### src/rtl/fc_pkg.sv
package fc_pkg;
  typedef enum logic {
    TBL_SINE   = 1'b0,
    TBL_COSINE = 1'b1
  } tbl_sel_e;
endpackage

### src/rtl/coef_table.sv
module coef_table #(
  parameter int DEPTH  = 20,
  parameter int DATA_W = 18,
  localparam int ADDR_W = $clog2(DEPTH)
) (
  input  logic                     clk_i,
  input  logic                     rst_ni,
  input  logic                     we_i,
  input  logic [ADDR_W-1:0]        waddr_i,
  input  logic signed [DATA_W-1:0] wdata_i,
  input  logic [ADDR_W-1:0]        raddr_i,
  output logic signed [DATA_W-1:0] rdata_o
);
  logic signed [DATA_W-1:0] mem_q [DEPTH];

  always_ff @(posedge clk_i) begin
    if (we_i && (32'(waddr_i) < DEPTH)) mem_q[waddr_i] <= wdata_i;
  end

  assign rdata_o = (32'(raddr_i) < DEPTH) ? mem_q[raddr_i] : '0;

  // a written entry reads back on the next cycle
  a_r7_write_lands: assert property (@(posedge clk_i) disable iff (!rst_ni)
    (we_i && (32'(waddr_i) < DEPTH)) |=> (mem_q[$past(waddr_i)] == $past(wdata_i)));
endmodule

### src/rtl/extrema_tracker.sv
module extrema_tracker #(
  parameter int W = 18
) (
  input  logic                clk_i,
  input  logic                rst_ni,
  input  logic                valid_i,
  input  logic                init_i,
  input  logic signed [W-1:0] data_i,
  output logic [W-1:0]        amp_o
);
  logic signed [W-1:0] max_q, min_q, max_n, min_n;
  logic signed [W:0]   span;

  always_comb begin
    max_n = (init_i || data_i > max_q) ? data_i : max_q;
    min_n = (init_i || data_i < min_q) ? data_i : min_q;
    span  = (W+1)'(max_n) - (W+1)'(min_n);
  end

  assign amp_o = W'(span >>> 1);

  always_ff @(posedge clk_i or negedge rst_ni) begin
    if (!rst_ni) begin
      max_q <= '0;
      min_q <= '0;
    end else if (valid_i) begin
      max_q <= max_n;
      min_q <= min_n;
    end
  end

  a_r3_order: assert property (@(posedge clk_i) disable iff (!rst_ni)
    $past(valid_i) |-> (max_q >= min_q));
  a_r4_restart: assert property (@(posedge clk_i) disable iff (!rst_ni)
    (valid_i && init_i) |=> (max_q == min_q));
endmodule

### src/rtl/corr_mac.sv
module corr_mac #(
  parameter int SMP_W  = 18,
  parameter int COEF_W = 18,
  parameter int ACC_W  = 41,
  localparam int PROD_W = SMP_W + COEF_W
) (
  input  logic                     clk_i,
  input  logic                     rst_ni,
  input  logic                     valid_i,
  input  logic                     init_i,
  input  logic signed [SMP_W-1:0]  smp_i,
  input  logic signed [COEF_W-1:0] coef_i,
  output logic signed [ACC_W-1:0]  sum_n_o
);
  logic signed [PROD_W-1:0] prod;
  logic signed [ACC_W-1:0]  prod_x, acc_q;

  assign prod    = PROD_W'(smp_i) * PROD_W'(coef_i);
  assign prod_x  = {{(ACC_W-PROD_W){prod[PROD_W-1]}}, prod};
  assign sum_n_o = init_i ? prod_x : acc_q + prod_x;

  always_ff @(posedge clk_i or negedge rst_ni) begin
    if (!rst_ni)      acc_q <= '0;
    else if (valid_i) acc_q <= sum_n_o;
  end

  // adding same-signed terms never flips the sign
  a_r9_no_overflow: assert property (@(posedge clk_i) disable iff (!rst_ni)
    (valid_i && !init_i && (acc_q[ACC_W-1] == prod_x[ACC_W-1]) && (prod != '0))
      |-> (sum_n_o[ACC_W-1] == acc_q[ACC_W-1]));
endmodule

### src/rtl/fringe_correlator.sv
module fringe_correlator
  import fc_pkg::*;
#(
  parameter int NUM_PIX = 20,
  parameter int SMP_W   = 18,
  parameter int COEF_W  = 18,
  localparam int IDX_W  = $clog2(NUM_PIX),
  localparam int ACC_W  = SMP_W + COEF_W + $clog2(NUM_PIX)
) (
  input  logic              clk_i,
  input  logic              rst_ni,
  input  logic              tbl_we_i,
  input  logic              tbl_sel_i,
  input  logic [IDX_W-1:0]  tbl_addr_i,
  input  logic [COEF_W-1:0] tbl_data_i,
  input  logic              smp_valid_i,
  input  logic              smp_first_i,
  input  logic [SMP_W-1:0]  smp_data_i,
  output logic              res_valid_o,
  output logic [SMP_W-1:0]  amp_o,
  output logic [ACC_W-1:0]  sin_sum_o,
  output logic [ACC_W-1:0]  cos_sum_o
);
  localparam logic [IDX_W-1:0] LAST_IDX = IDX_W'(NUM_PIX - 1);

  logic [IDX_W-1:0] cnt_q, idx;
  logic             init, last;
  logic [SMP_W-1:0] amp_n;
  logic signed [ACC_W-1:0] sum_n [2];

  assign idx  = smp_first_i ? '0 : cnt_q;
  assign init = (idx == '0);
  assign last = smp_valid_i && (idx == LAST_IDX);

  always_ff @(posedge clk_i or negedge rst_ni) begin
    if (!rst_ni)          cnt_q <= '0;
    else if (smp_valid_i) cnt_q <= (idx == LAST_IDX) ? '0 : idx + 1'b1;
  end

  extrema_tracker #(.W(SMP_W)) u_ext (
    .clk_i, .rst_ni,
    .valid_i(smp_valid_i), .init_i(init),
    .data_i($signed(smp_data_i)), .amp_o(amp_n)
  );

  for (genvar k = 0; k < 2; k++) begin : g_chan
    localparam logic CODE = (k == 0) ? TBL_SINE : TBL_COSINE;
    logic signed [COEF_W-1:0] coef;

    coef_table #(.DEPTH(NUM_PIX), .DATA_W(COEF_W)) u_tbl (
      .clk_i, .rst_ni,
      .we_i(tbl_we_i && (tbl_sel_i == CODE)),
      .waddr_i(tbl_addr_i), .wdata_i($signed(tbl_data_i)),
      .raddr_i(idx), .rdata_o(coef)
    );

    corr_mac #(.SMP_W(SMP_W), .COEF_W(COEF_W), .ACC_W(ACC_W)) u_mac (
      .clk_i, .rst_ni,
      .valid_i(smp_valid_i), .init_i(init),
      .smp_i($signed(smp_data_i)), .coef_i(coef),
      .sum_n_o(sum_n[k])
    );
  end

  always_ff @(posedge clk_i or negedge rst_ni) begin
    if (!rst_ni) begin
      res_valid_o <= 1'b0;
      amp_o       <= '0;
      sin_sum_o   <= '0;
      cos_sum_o   <= '0;
    end else begin
      res_valid_o <= last;
      if (last) begin
        amp_o     <= amp_n;
        sin_sum_o <= sum_n[0];
        cos_sum_o <= sum_n[1];
      end
    end
  end

  a_r2_single_pulse: assert property (@(posedge clk_i) disable iff (!rst_ni)
    (NUM_PIX > 1 && res_valid_o) |=> !res_valid_o);
  a_r2_after_sample: assert property (@(posedge clk_i) disable iff (!rst_ni)
    res_valid_o |-> $past(smp_valid_i));
  a_r3_amp_nonneg: assert property (@(posedge clk_i) disable iff (!rst_ni)
    res_valid_o |-> !amp_o[SMP_W-1]);
  a_r10_hold: assert property (@(posedge clk_i) disable iff (!rst_ni)
    !res_valid_o |-> ($stable(amp_o) && $stable(sin_sum_o) && $stable(cos_sum_o)));
  a_r8_index_range: assert property (@(posedge clk_i) disable iff (!rst_ni)
    32'(cnt_q) < NUM_PIX);
endmodule

### config.mk
export PLATFORM = sky130hd
export DESIGN_NAME = fringe_correlator
export DESIGN_NICKNAME = d
export VERILOG_FILES = /design/src/rtl/fc_pkg.sv /design/src/rtl/coef_table.sv /design/src/rtl/extrema_tracker.sv /design/src/rtl/corr_mac.sv /design/src/rtl/fringe_correlator.sv
export SDC_FILE = /design/constraint.sdc
export NUM_CORES = 2
export LEC_CHECK = 0
export BUFFER_PORTS_ARGS = -buffer_cell sky130_fd_sc_hd__buf_4
export CAP_MARGIN = 40
export CORE_UTILIZATION = 40
export CTS_BUF_LIST = sky130_fd_sc_hd__clkbuf_2
export CTS_CLUSTER_SIZE = 24
export DETAILED_ROUTE_END_ITERATION = 6
export PLACE_DENSITY_LB_ADDON = 0.12
export SLEW_MARGIN = 20
export SYNTH_ARGS = -nofsm -noshare
export SYNTH_HDL_FRONTEND = slang
export SYNTH_SLANG_ARGS = --single-unit
### constraint.sdc
create_clock -name clk_i -period 15.59 [get_ports clk_i]
set_input_delay 2.3385 -clock clk_i [delete_from_list [all_inputs] [get_ports clk_i]]
set_output_delay 2.3385 -clock clk_i [all_outputs]
set_load 0.1 [all_outputs]
==> results_dict.tcl <==
set metrics [dict create \
    vias 46800 \
    coreArea_sq_um 167000 \
    die_w_microns 413 \
    hpwl_microns 133000 \
    hold_viol_final 0 \
    cp_top_family "compound AO/OA/AOI/OAI gates" \
    final_area_sq_um 73700 \
    placed_area_sq_um 71400 \
    cts_resized 0 \
    synth_cell_type_count 81 \
    overflow 0 \
    worst_slew_pin_slew_ps 1100 \
    period_share 0.769 \
    synth_area_sq_um 67500 \
    detail_route.wl_per_cell_microns 21.9 \
    final_cell_mix "nand2_1 (858), inv_1 (823), edfxtp_1 (720)" \
    cts_buffers 283 \
    clkLatencyLatePin_ps 1630 \
    drive_above_1_share 0.117 \
    rsz0062_at_grt "false" \
    syn_inst 6223 \
    grt_max_degree 138 \
    max-slew-margin-rel 0.264 \
    grt_pass1_vias 47800 \
    hold_path.class "reg -> reg" \
    ys.warnings.count 0 \
    grt_antenna_before_repair 13 \
    grt_most_used_layer "met2" \
    met1_usage 0.324 \
    wirelength_microns 194000 \
    cts_root_buffer "clkbuf_2" \
    max_cap_violations 0 \
    cts_tree "built" \
    rows 150 \
    cp.depth 38 \
    final.setup_skew_ps 180 \
    drt-initial-drc-count 3359 \
    hold_depth 2 \
    layout_commonest_cell "nand2_1" \
    drt-vias-per-instance 5.29 \
    critPathMaxFanout 137 \
    startpoint_type "flip-flop" \
    syn_nets 7259 \
    drc 1 \
    ff_latch_area_sq_um 27200 \
    max_stage_delay_ps 680 \
    dieArea_sq_um 170000 \
    cp.arrival_ps 13530 \
    path_buf_inv 6 \
    die_y_microns 413 \
    postCtsSetupBuffers 0 \
    start_util 0.403 \
    timing.fmax_mhz 83.4 \
    clock_path_buffers 4 \
    antenna_left 0 \
    use_met2 0.363 \
    criticalPathCategory "reg -> reg" \
    synthArstFlopShare 0.237 \
    violations "DRC" \
    finalSetupViolations 0 \
    area_growth_pct 9.23 \
    synth-edff-count 720 \
    hold_buffers 0 \
    drt_first_pass_iters 7 \
    path_clk_slew_ps 90 \
    cts.sink_count 944 \
    critPathCaptureType "flip-flop" \
    track_usage 0.229 \
    globalplace.congestion 0.859 \
    critPathSlowestCell "dfrtp_4" \
    multi_input_area_sq_um 36000 \
    ff2ff_path_depth 38 \
    drv_slew 0 \
    grt_pass1_wl_microns 295000 \
    cp.required_ps 17130 \
    ys_seq_area_frac 0.403 \
    fill_cells 16100 \
    port_buffers 147 \
    cpMostUsedCell "fa_1" \
    min_period_ps 11990 \
    ys.flop_type "edfxtp_1" \
    fin_tns_setup_ps 0 \
    use_met3 0.0389 \
    num_io_pins 148 \
    status "finished, violations left" \
    avgSynthCellArea_sq_um 10.8 \
    ys_ff_latch 944 \
    htreeDepth 5 \
    nets 7506 \
]
-- layer usage --
layer / vias to the layer above / routed length (microns)
met1: 23700 / 89100
met3: 239 / 10400
met2: 1260 / 89800
li1: 21600 / -
met5: - / 13
met4: 2 / 4170
-- flip-flops by register name, summed over array words and instances, names as in the netlist --
register and flops:
sin_sum_o 41, u_ext.max_q 18, g_chan.u_mac.acc_q 82, amp_o 18, res_valid_o 1, cnt_q 5
cos_sum_o 41, u_ext.min_q 18, g_chan.u_tbl.mem_q 720
-- cell usage after synthesis, types with 87 or more instances --
cell / number / share of area
o21ai_0: 213 / 0.016
a211oi_1: 87 / 0.0097
dfrtp_1: 224 / 0.083
a21oi_1: 240 / 0.018
xnor2_1: 108 / 0.014
a21o_1: 109 / 0.012
inv_1: 823 / 0.046
ha_1: 326 / 0.060
nor2b_1: 95 / 0.0088
clkbuf_1: 231 / 0.013
nor2_1: 250 / 0.014
and2_1: 303 / 0.028
nand2_1: 858 / 0.048
fa_1: 663 / 0.20
edfxtp_1: 720 / 0.32
a31oi_1: 105 / 0.0097
mux2i_1: 175 / 0.026
-- logic make-up (layout without fill, tap and decap cells) --
logic type | Yosys count | after routing | share of synthesized area
and+or+nand+nor | 1660 | 1660 | 0.113
adders and majority gates | 989 | 989 | 0.257
DFF | 944 | 944 | 0.403
AOI/OAI and AO/OA | 1124 | 1124 | 0.111
muxes | 196 | 196 | 0.0295
other | 0 | 9 | 0
buffers and inverters | 1146 | 1554 | 0.0644
xor gates and xnor gates | 164 | 164 | 0.0213
-- final cells by class --
cell class                      count  area share
Clock buffer                      405      0.0275
Inverter                          826      0.0422
Timing Repair Buffer              282      0.0319
Multi-Input combinational cell   4133       0.489
Antenna cell                        9    0.000305
Clock inverter                     41     0.00255
Sequential cell                   944       0.369
Tap cell                         2204      0.0374
-- tightest hold or removal path, cell delays in order, from the launching register on --
cell     delay, ps
dfrtp_1        350
nand2_1         50
nand2_1         50
-- worst paths after layout --
kind	start	endpoint	slack, ps
min reg2reg	sin_sum_o[28]	sin_sum_o[28]	480
max	cnt_q[0]	g_chan[0].u_mac.acc_q[34]	3600
min	sin_sum_o[28]	sin_sum_o[28]	480
max in group asynchronous	rst_ni	g_chan[1].u_mac.acc_q[39]	13430
min in group asynchronous	rst_ni	g_chan[0].u_mac.acc_q[4]	760
max reg2reg	cnt_q[0]	g_chan[0].u_mac.acc_q[34]	3600
-- stage by stage --
stage / worst slack (ps) / hold WS [ps] / cells / utilization
after global routing: 2890 / 519 / 8843 / 0.440
after CTS: 3560 / 488 / 8828 / 0.440
after detailed placement: 2260 / 469 / 8382 / 0.426
after global placement: 2110 / 460 / 8362 / 0.425
final: 3600 / 481 / 8844 / 0.440
after floorplan: 3900 / 459 / 6223 / -
Power is left out: the tool's default activity adds up to more than one toggle a clock period on the data nets, which glitch-free logic cannot reach.
